--- src/rtl/rxd_pkg.sv ---
package rxd_pkg;
  localparam int DONE_BIT   = 0;
  localparam int WRAP_BIT   = 1;
  localparam int DESC_BYTES = 8;
  localparam int SIZE_OFS   = 4;

  typedef enum logic [2:0] {
    ST_IDLE,
    ST_RDREQ,
    ST_RDWAIT,
    ST_DATA,
    ST_DROP,
    ST_WSIZE,
    ST_WADDR
  } rxd_state_e;
endpackage

--- src/rtl/rxd_ptr.sv ---
module rxd_ptr #(
  parameter int AW = 32
) (
  input  logic          clk,
  input  logic          rst_n,
  input  logic          restart,
  input  logic [AW-1:0] base,
  input  logic          advance,
  input  logic          wrap,
  output logic [AW-1:0] ptr
);
  localparam logic [AW-1:0] STEP = AW'(rxd_pkg::DESC_BYTES);

  logic [AW-1:0] ptr_q;

  always_ff @(posedge clk or negedge rst_n) begin
    if (!rst_n)       ptr_q <= '0;
    else if (restart) ptr_q <= base;
    else if (advance) ptr_q <= wrap ? base : ptr_q + STEP;
  end

  assign ptr = ptr_q;

  p_restart_r8: assert property (@(posedge clk) disable iff (!rst_n)
    restart |=> ptr == $past(base));
  p_step_r6: assert property (@(posedge clk) disable iff (!rst_n)
    (advance && !restart && !wrap) |=> ptr == $past(ptr) + STEP);
  p_wrap_r6: assert property (@(posedge clk) disable iff (!rst_n)
    (advance && !restart && wrap) |=> ptr == $past(base));
endmodule

--- src/rtl/rxd_len.sv ---
module rxd_len #(
  parameter int LEN_W = 11,
  parameter int BCW   = 2
) (
  input  logic             clk,
  input  logic             rst_n,
  input  logic             clr,
  input  logic             step,
  input  logic [BCW-1:0]   tail_bytes,
  output logic [LEN_W-BCW-1:0] widx,
  output logic [LEN_W-1:0] len
);
  localparam int IW = LEN_W - BCW;
  localparam logic [LEN_W-1:0] FULL = LEN_W'(1 << BCW);

  logic [IW-1:0]    idx_q;
  logic [LEN_W-1:0] tail;

  always_ff @(posedge clk or negedge rst_n) begin
    if (!rst_n)    idx_q <= '0;
    else if (clr)  idx_q <= '0;
    else if (step) idx_q <= idx_q + 1'b1;
  end

  always_comb begin
    tail = (tail_bytes == '0) ? FULL : LEN_W'(tail_bytes);
    len  = {idx_q, {BCW{1'b0}}} + tail;
  end

  assign widx = idx_q;

  p_idx_step_r3: assert property (@(posedge clk) disable iff (!rst_n)
    (step && !clr) |=> widx == $past(widx) + 1'b1);
endmodule

--- src/rtl/rxd_sat_cnt.sv ---
module rxd_sat_cnt #(
  parameter int W = 16
) (
  input  logic         clk,
  input  logic         rst_n,
  input  logic         inc,
  output logic [W-1:0] cnt
);
  logic [W-1:0] cnt_q;

  always_ff @(posedge clk or negedge rst_n) begin
    if (!rst_n)                   cnt_q <= '0;
    else if (inc && ~&cnt_q)      cnt_q <= cnt_q + 1'b1;
  end

  assign cnt = cnt_q;

  p_drop_step_r7: assert property (@(posedge clk) disable iff (!rst_n)
    (cnt == $past(cnt)) || (cnt == $past(cnt) + 1'b1));
endmodule

--- src/rtl/rx_ring_writer.sv ---
module rx_ring_writer #(
  parameter int AW     = 32,
  parameter int DW     = 32,
  parameter int LEN_W  = 11,
  parameter int DROP_W = 16
) (
  input  logic              clk,
  input  logic              rst_n,
  input  logic              rx_en,
  input  logic [AW-1:0]     ring_base,
  input  logic              s_valid,
  output logic              s_ready,
  input  logic [DW-1:0]     s_data,
  input  logic              s_last,
  input  logic [$clog2(DW/8)-1:0] s_bytes,
  input  logic              s_mcast,
  output logic              mem_req,
  output logic              mem_we,
  output logic [AW-1:0]     mem_addr,
  output logic [DW-1:0]     mem_wdata,
  input  logic              mem_gnt,
  input  logic              mem_rvalid,
  input  logic [DW-1:0]     mem_rdata,
  output logic              rcom_pulse,
  output logic              bna_pulse,
  output logic [DROP_W-1:0] drop_count
);
  import rxd_pkg::*;

  localparam int BYTES = DW / 8;
  localparam int BCW   = $clog2(BYTES);
  localparam int IW    = LEN_W - BCW;

  rxd_state_e state_q, state_d;

  logic [AW-1:0]    ptr;
  logic [AW-1:0]    buf_q;
  logic             wrap_q;
  logic [LEN_W-1:0] len_now, len_q;
  logic             mcast_q;
  logic [IW-1:0]    widx;
  logic             rcom_q, bna_q;

  logic fetch_hit, beat_hs, last_hs, drop_last, commit;

  assign fetch_hit = (state_q == ST_RDWAIT) && mem_rvalid;
  assign beat_hs   = (state_q == ST_DATA) && s_valid && mem_gnt;
  assign last_hs   = beat_hs && s_last;
  assign drop_last = (state_q == ST_DROP) && s_valid && s_last;
  assign commit    = (state_q == ST_WADDR) && mem_gnt;

  rxd_ptr #(.AW(AW)) u_ptr (
    .clk(clk), .rst_n(rst_n), .restart(!rx_en), .base(ring_base),
    .advance(commit), .wrap(wrap_q), .ptr(ptr)
  );

  rxd_len #(.LEN_W(LEN_W), .BCW(BCW)) u_len (
    .clk(clk), .rst_n(rst_n), .clr(fetch_hit), .step(beat_hs),
    .tail_bytes(s_bytes), .widx(widx), .len(len_now)
  );

  rxd_sat_cnt #(.W(DROP_W)) u_drop (
    .clk(clk), .rst_n(rst_n), .inc(drop_last && rx_en), .cnt(drop_count)
  );

  always_comb begin
    state_d = state_q;
    unique case (state_q)
      ST_IDLE:   if (s_valid) state_d = ST_RDREQ;
      ST_RDREQ:  if (mem_gnt) state_d = ST_RDWAIT;
      ST_RDWAIT: if (mem_rvalid)
                   state_d = mem_rdata[DONE_BIT] ? ST_DROP : ST_DATA;
      ST_DATA:   if (last_hs) state_d = ST_WSIZE;
      ST_DROP:   if (drop_last) state_d = ST_IDLE;
      ST_WSIZE:  if (mem_gnt) state_d = ST_WADDR;
      ST_WADDR:  if (mem_gnt) state_d = ST_IDLE;
      default:   state_d = ST_IDLE;
    endcase
    if (!rx_en) state_d = ST_IDLE;
  end

  always_ff @(posedge clk or negedge rst_n) begin
    if (!rst_n) begin
      state_q <= ST_IDLE;
      buf_q   <= '0;
      wrap_q  <= 1'b0;
      len_q   <= '0;
      mcast_q <= 1'b0;
      rcom_q  <= 1'b0;
      bna_q   <= 1'b0;
    end else begin
      state_q <= state_d;
      rcom_q  <= rx_en && commit;
      bna_q   <= rx_en && fetch_hit && mem_rdata[DONE_BIT];
      if (fetch_hit) begin
        buf_q  <= {mem_rdata[AW-1:BCW], {BCW{1'b0}}};
        wrap_q <= mem_rdata[WRAP_BIT];
      end
      if (last_hs) begin
        len_q   <= len_now;
        mcast_q <= s_mcast;
      end
    end
  end

  always_comb begin
    mem_req   = 1'b0;
    mem_we    = 1'b0;
    mem_addr  = ptr;
    mem_wdata = '0;
    s_ready   = 1'b0;
    if (rx_en) begin
      unique case (state_q)
        ST_RDREQ: mem_req = 1'b1;
        ST_DATA: begin
          mem_req   = s_valid;
          mem_we    = 1'b1;
          mem_addr  = buf_q + AW'({widx, {BCW{1'b0}}});
          mem_wdata = s_data;
          s_ready   = mem_gnt;
        end
        ST_DROP: s_ready = 1'b1;
        ST_WSIZE: begin
          mem_req   = 1'b1;
          mem_we    = 1'b1;
          mem_addr  = ptr + AW'(SIZE_OFS);
          mem_wdata[LEN_W-1:0] = len_q;
          mem_wdata[DW-1]      = mcast_q;
        end
        ST_WADDR: begin
          mem_req   = 1'b1;
          mem_we    = 1'b1;
          mem_wdata[AW-1:0]    = buf_q;
          mem_wdata[WRAP_BIT]  = wrap_q;
          mem_wdata[DONE_BIT]  = 1'b1;
        end
        default: ;
      endcase
    end
  end

  assign rcom_pulse = rcom_q;
  assign bna_pulse  = bna_q;

  p_aligned_r10: assert property (@(posedge clk) disable iff (!rst_n)
    mem_req |-> mem_addr[BCW-1:0] == '0);
  p_rcom_after_done_r5: assert property (@(posedge clk) disable iff (!rst_n)
    rcom_pulse |-> $past(mem_req && mem_gnt && mem_we && mem_wdata[DONE_BIT]));
  p_bna_not_rcom_r7: assert property (@(posedge clk) disable iff (!rst_n)
    !(bna_pulse && rcom_pulse));
  p_quiet_when_off_r8: assert property (@(posedge clk) disable iff (!rst_n)
    (!rx_en && !$past(rx_en)) |-> (!mem_req && !s_ready));
  p_ready_is_gnt_r9: assert property (@(posedge clk) disable iff (!rst_n)
    (s_ready && mem_req) |-> mem_gnt);
endmodule

--- config.mk ---
export PLATFORM = sky130hd
export DESIGN_NAME = rx_ring_writer
export DESIGN_NICKNAME = d
export VERILOG_FILES = /design/src/rtl/rxd_pkg.sv /design/src/rtl/rxd_ptr.sv /design/src/rtl/rxd_len.sv /design/src/rtl/rxd_sat_cnt.sv /design/src/rtl/rx_ring_writer.sv
export SDC_FILE = /design/constraint.sdc
export NUM_CORES = 1
export LEC_CHECK = 0
export ABC_AREA = 1
export ABC_CLOCK_PERIOD_IN_PS = 2800
export CORE_AREA = 2 2 178 128
export CTS_BUF_LIST = sky130_fd_sc_hd__clkbuf_2 sky130_fd_sc_hd__clkbuf_4 sky130_fd_sc_hd__clkbuf_8
export DETAILED_ROUTE_END_ITERATION = 16
export DIE_AREA = 0 0 180 130
export GPL_ROUTABILITY_DRIVEN = 0
export HOLD_SLACK_MARGIN = 0.08
export MAX_ROUTING_LAYER = met4
export PLACE_DENSITY = 0.65
export SETUP_SLACK_MARGIN = 0.5
export SYNTH_ARGS = -nofsm -noshare
export SYNTH_HDL_FRONTEND = slang
export SYNTH_SLANG_ARGS = --single-unit
export TNS_END_PERCENT = 10
--- constraint.sdc ---
create_clock -name clk -period 2.8 [get_ports clk]
set_input_delay 0.56 -clock clk [delete_from_list [all_inputs] [get_ports clk]]
set_output_delay 0.56 -clock clk [all_outputs]
set_load 0.02 [all_outputs]
Yosys cells after proc, flatten, opt, wreduce, memory -nomap -nowiden --
Index checks and enable logic that the tools add are counted.
Storage, ports and cells: memories 0, memory bits (read-only) 0, register bits after elaboration 105, latch bits 0, RAM bits 0, output and inout port bits 85
Operators by class: reduce and logical (&&, ||, !) cells 20, $mul 0, order comparisons 0, bitwise operators 0, equality and inequality tests 14, muxes and demuxes 28, div/mod/pow operators 0, add/subtract/negate cells 6, shift operators 0
Operators with widths (count):
- $mux W32 | 5
- $pmux W32 S2 | 1
- $pmux W20 S2 | 1
- $pmux W11 S3 | 1
- $add A32 B11 Y32 | 1
- $add A32 B3 Y32 const B | 1
- $add A32 B4 Y32 const B | 1
- $mux W3 | 10
- $ne A3 B3 Y1 const B | 7
- $pmux W3 S7 | 1
- $mux W9 | 2
- $add A16 B1 Y16 const B | 1
- $reduce_and A16 Y1 | 1
- $logic_and A1 B1 Y1 | 12
- $add A11 B11 Y11 | 1
- $add A9 B1 Y9 const B | 1
- $eq A3 B3 Y1 const B | 3
- $reduce_and A7 Y1 | 1
- $eq A3 B2 Y1 const B | 2
- $reduce_or A3 Y1 | 2
- $mux W1 | 4
- $pmux W1 S2 | 2
- $eq A3 B1 Y1 const B | 1
- $logic_not A3 Y1 | 1
- 5 further kinds | 5

Depth between registers and ports, before layout --
word-level depth 7, depth in mapped cells 12

By module --
From an unflattened synthesis, not the netlist that was laid out.
Second synthesis, totals: cell total of the unflattened synthesis 1543, area total of the unflattened synthesis 9445.3 sq um
By module, submodules not included:
- rx_ring_writer | instances 1, cells each 928, seq. area each 1201.2 sq um, area an instance 5376.4 sq um
- rxd_ptr | instances 1, cells each 370, seq. area each 800.8 sq um, area an instance 2384.8 sq um
- rxd_sat_cnt | instances 1, cells each 158, seq. area each 400.4 sq um, area an instance 1052.3 sq um
- rxd_len | instances 1, cells each 87, seq. area each 225.2 sq um, area an instance 631.9 sq um

Worst setup path after synthesis --
No wires, ideal clock.
path type reg-to-output, start reg u_len.idx_q[0], in the netlist u_len.widx[0], end out mem_addr[22], data required time 2240 ps, slack 143 ps, arrival time 2097 ps, buffers on the path 0, stages on the path, launching flop included 13, cell sequence dfrtp_1 ha_1 inv_1 fa_1 inv_1 nand2_1 a21oi_1 nand2_1 nand3_1 nand2_1 nand2_1 nand3_1 a21oi_1
On the way: word-level cells in the longest chain between the ends 3
Ends and longest elaborated chain:
- start, declared | line rxd_len.sv:16 | logic [IW-1:0] idx_q;
- start signal, assigned | line rxd_len.sv:22 | else if (step) idx_q <= idx_q + 1'b1;
- $add A32 B11 Y32 | line rx_ring_writer.sv:118 | mem_addr = buf_q + AW'({widx, {BCW{1'b0}}});
- $pmux W32 S2 | line rx_ring_writer.sv:113 | unique case (state_q)
- $mux W32 | line rx_ring_writer.sv:112 | if (rx_en) begin
- end, declared | line rx_ring_writer.sv:19 | output logic [AW-1:0] mem_addr,
No other way between the ends.

Final worst setup path --
start reg buf_q[2], end out mem_addr[14]
On the way: word-level cells in the longest chain between the ends 3
Ends and longest elaborated chain:
- start, declared | line rx_ring_writer.sv:37 | logic [AW-1:0] buf_q;
- start signal, assigned | line rx_ring_writer.sv:96 | buf_q <= {mem_rdata[AW-1:BCW], {BCW{1'b0}}};
- $add A32 B11 Y32 | line rx_ring_writer.sv:118
- $pmux W32 S2 | line rx_ring_writer.sv:113
- $mux W32 | line rx_ring_writer.sv:112
No other way between the ends.

==> metrics.txt <==
full die area between 20000 and 25000 um2; Seq cells post-synth 105; dpl ws -0.299 ns; Root Buffer clkbuf_8; top_reg_cell synth dfrtp_1; PortBufs 190; run status complete, but fails checks; max cap viols 0; GR Util All Layers 0.298; average routed wire per standard cell around 17 um; Critical Path Start buf_q[2]$_DFFE_PN0P_; critical path arrival 2.41 ns; TritonCTS clock tree yes; fin nets 1867; total routed wirelength between 30 and 40 mm; crit start category flip-flop; share of cells above drive strength 1 0.269; worst skew pair latency 0.41 ns; R2R Path Start state_q[2]$_DFFE_PN0P_; Final Util 0.601; global-route wire length before repair about 53 mm; Worst-path clk slew 0.13 ns; clk sinks 105; min cycle time layout approximately 3.0 ns; Cell variety after synth 46; Non-Filler Cell Area, Final roughly 13000 um2; Fin Clk Skew 0.0190 ns; RSZ-0062 raised after global routing yes; initial antenna violation count 0; chip height 130 um; via count approximately 11000; Mapped Area 8530 um2; H-tree depth 3; Synth area leaders dfrtp_1 (31%), nand2_1 (20%), inv_1 (7.3%); most frequent cells in the layout nand2_1 (436), buf_4 (209), inv_1 (154), nor2_1 (136), clkdlybuf4s50_1 (122); Post-Syn Area per Cell 6.14 um2; vias in the first global route 9898; dpl hpwl 26.5 mm; Post-synth EDFFs 0; Worst VDD drop 333 uV; Setup CP Type reg -> out; failing checks negative setup slack; Synth warnings 0; post-synth top area cell dfrtp_1; Hold Path Class in -> async; final hold slack 0.192 ns; DRC 0; DP Area 12100 um2; largest net degree at the start of global routing 49; post-synth top area share 0.308; pwr/cell area 673 nW/um2; Antenna Cells 0; grt total ovfl 0; Async SR Flop Fraction 1.00; final hold vios 0; synthesis-to-layout area growth 54.5%; Critical Path Sink Type output pin; Clock Tree Buf Depth 2; Slew HR 0.536; 1st-pass router iterations 6; Routed Antenna Nets 0; crit path max fanout 3; CTS Hold Buffers Added 0; Via density 5.22; Worst Max-Slew Pin Slew 0.696 ns; period utilisation layout 1.06; Critical Path RT 2.24 ns; Max Freq 337 MHz; total CTS buffers 9; Post-Synthesis Net Count 1511; chip width 180 um; share of the yosys chip area belonging to registers 0.308; cell count after synthesis ~1400; Initial Utilization 0.389; I/O pins 191; Pins Over Slew Limit 0; Final Setup Violations 22; Worst Slack Setup Final -0.167 ns; leakage power 6.19 nW; setup TNS -1.87 ns; Core ar. approximately 22000 um2; Row Count 46; commonest non-fill, non-tap cell in the layout nand2_1; initial drt markers 1095
## cell type report
type | count | area (um2)
clock buffer | 9 | 124
clock inverter | 7 | 101
fill | 2065 | 8740
inverter | 175 | 668
multi-input combinational | 1069 | 5860
sequential | 105 | 2630
tap | 288 | 360
timing repair buffer | 385 | 3440
## sequential cells by signal (all words and copies together) (netlist names), 3 cells and up
name,flops
u_len.widx,9
buf_q,30
u_ptr.ptr,32
len_q,11
state_q,3
u_drop.cnt,16
## timing repair
item / 4_1_cts / 5_1_grt
gates resized for setup: 328 / 210
hold endpoints to repair: 0 / 0
setup endpoints to repair: 67 / 68
setup buffers: 2 / 9
pin swaps: 34 / 41
cloned: 0 / 0
## power by group
part           leakage (nW)  total [mW]  internal, mW  switching (mW)
combinational          4.78        5.27          2.34            2.94
sequential             1.30        2.46          1.97           0.498
clock                 0.112        1.14         0.516           0.620
total                  6.19        8.87          4.82            4.06
## cell usage after synthesis, types with 7 or more instances
master and n:
inv_1 165, o21ai_0 87, a21oi_1 74, nand3_1 118, a31oi_1 7, nand2_1 466
nand2_2 8, nand4_1 13, clkbuf_1 13, buf_2 18, ha_1 15, dfrtp_1 105
o22ai_1 16, inv_2 10, o211ai_1 16, nor3_1 23, xor2_1 27, nor2_2 8
or2_2 7, nor2_1 147
## routing by layer
| metal | wire length, um | GRT usage |
|---|---|---|
| met5 | 0 | - |
| met2 | 14400 | 0.433 |
| met3 | 3230 | 0.0494 |
| met1 | 16200 | 0.437 |
| met4 | 577 | 0.0607 |
## through the flow
step | total power, mW | instances
finish | 8.87 | 2038
detailed placement | 6.94 | 2011
global route | 9.43 | 2038
floorplan | 4.57 | 1389
CTS | 8.32 | 2029
global placement | 6.92 | 2011
## path summary, 6_finish.rpt
path / slack [ns] / cells after the start / endpoint
setup / recovery: -0.17 / 11 / mem_addr[14]
hold / removal: 0.19 / 1 / buf_q[31]$_DFFE_PN0P_
setup reg to reg: 0.73 / 9 / u_ptr.ptr[26]$_DFFE_PN0P_
hold reg to reg: 0.49 / 2 / len_q[1]$_DFFE_PN0P_
max in group asynchronous: 1.90 / 2 / buf_q[14]$_DFFE_PN0P_
min in group clk: 0.49 / 2 / len_q[1]$_DFFE_PN0P_
## critical path, cell delays in order, from the launching register on
cell     delay [ns]
dfrtp_1        0.41
ha_4           0.15
inv_2          0.03
fa_2           0.38
inv_2          0.11
nand2_4        0.06
a21oi_4        0.15
nand2_2        0.10
nand4_1        0.09
nand3_2        0.15
a21oi_4        0.22
buf_6          0.14
## cells by family after synthesis
| family | share of synthesized area |
|---|---|
| fa+ha+maj | 0.0243 |
| xor+xnor | 0.0318 |
| buf+inv | 0.0996 |
| flops | 0.308 |
| simple gates | 0.397 |
| compound gates | 0.139 |
No activity file was read; power rests on OpenSTA's default activity.
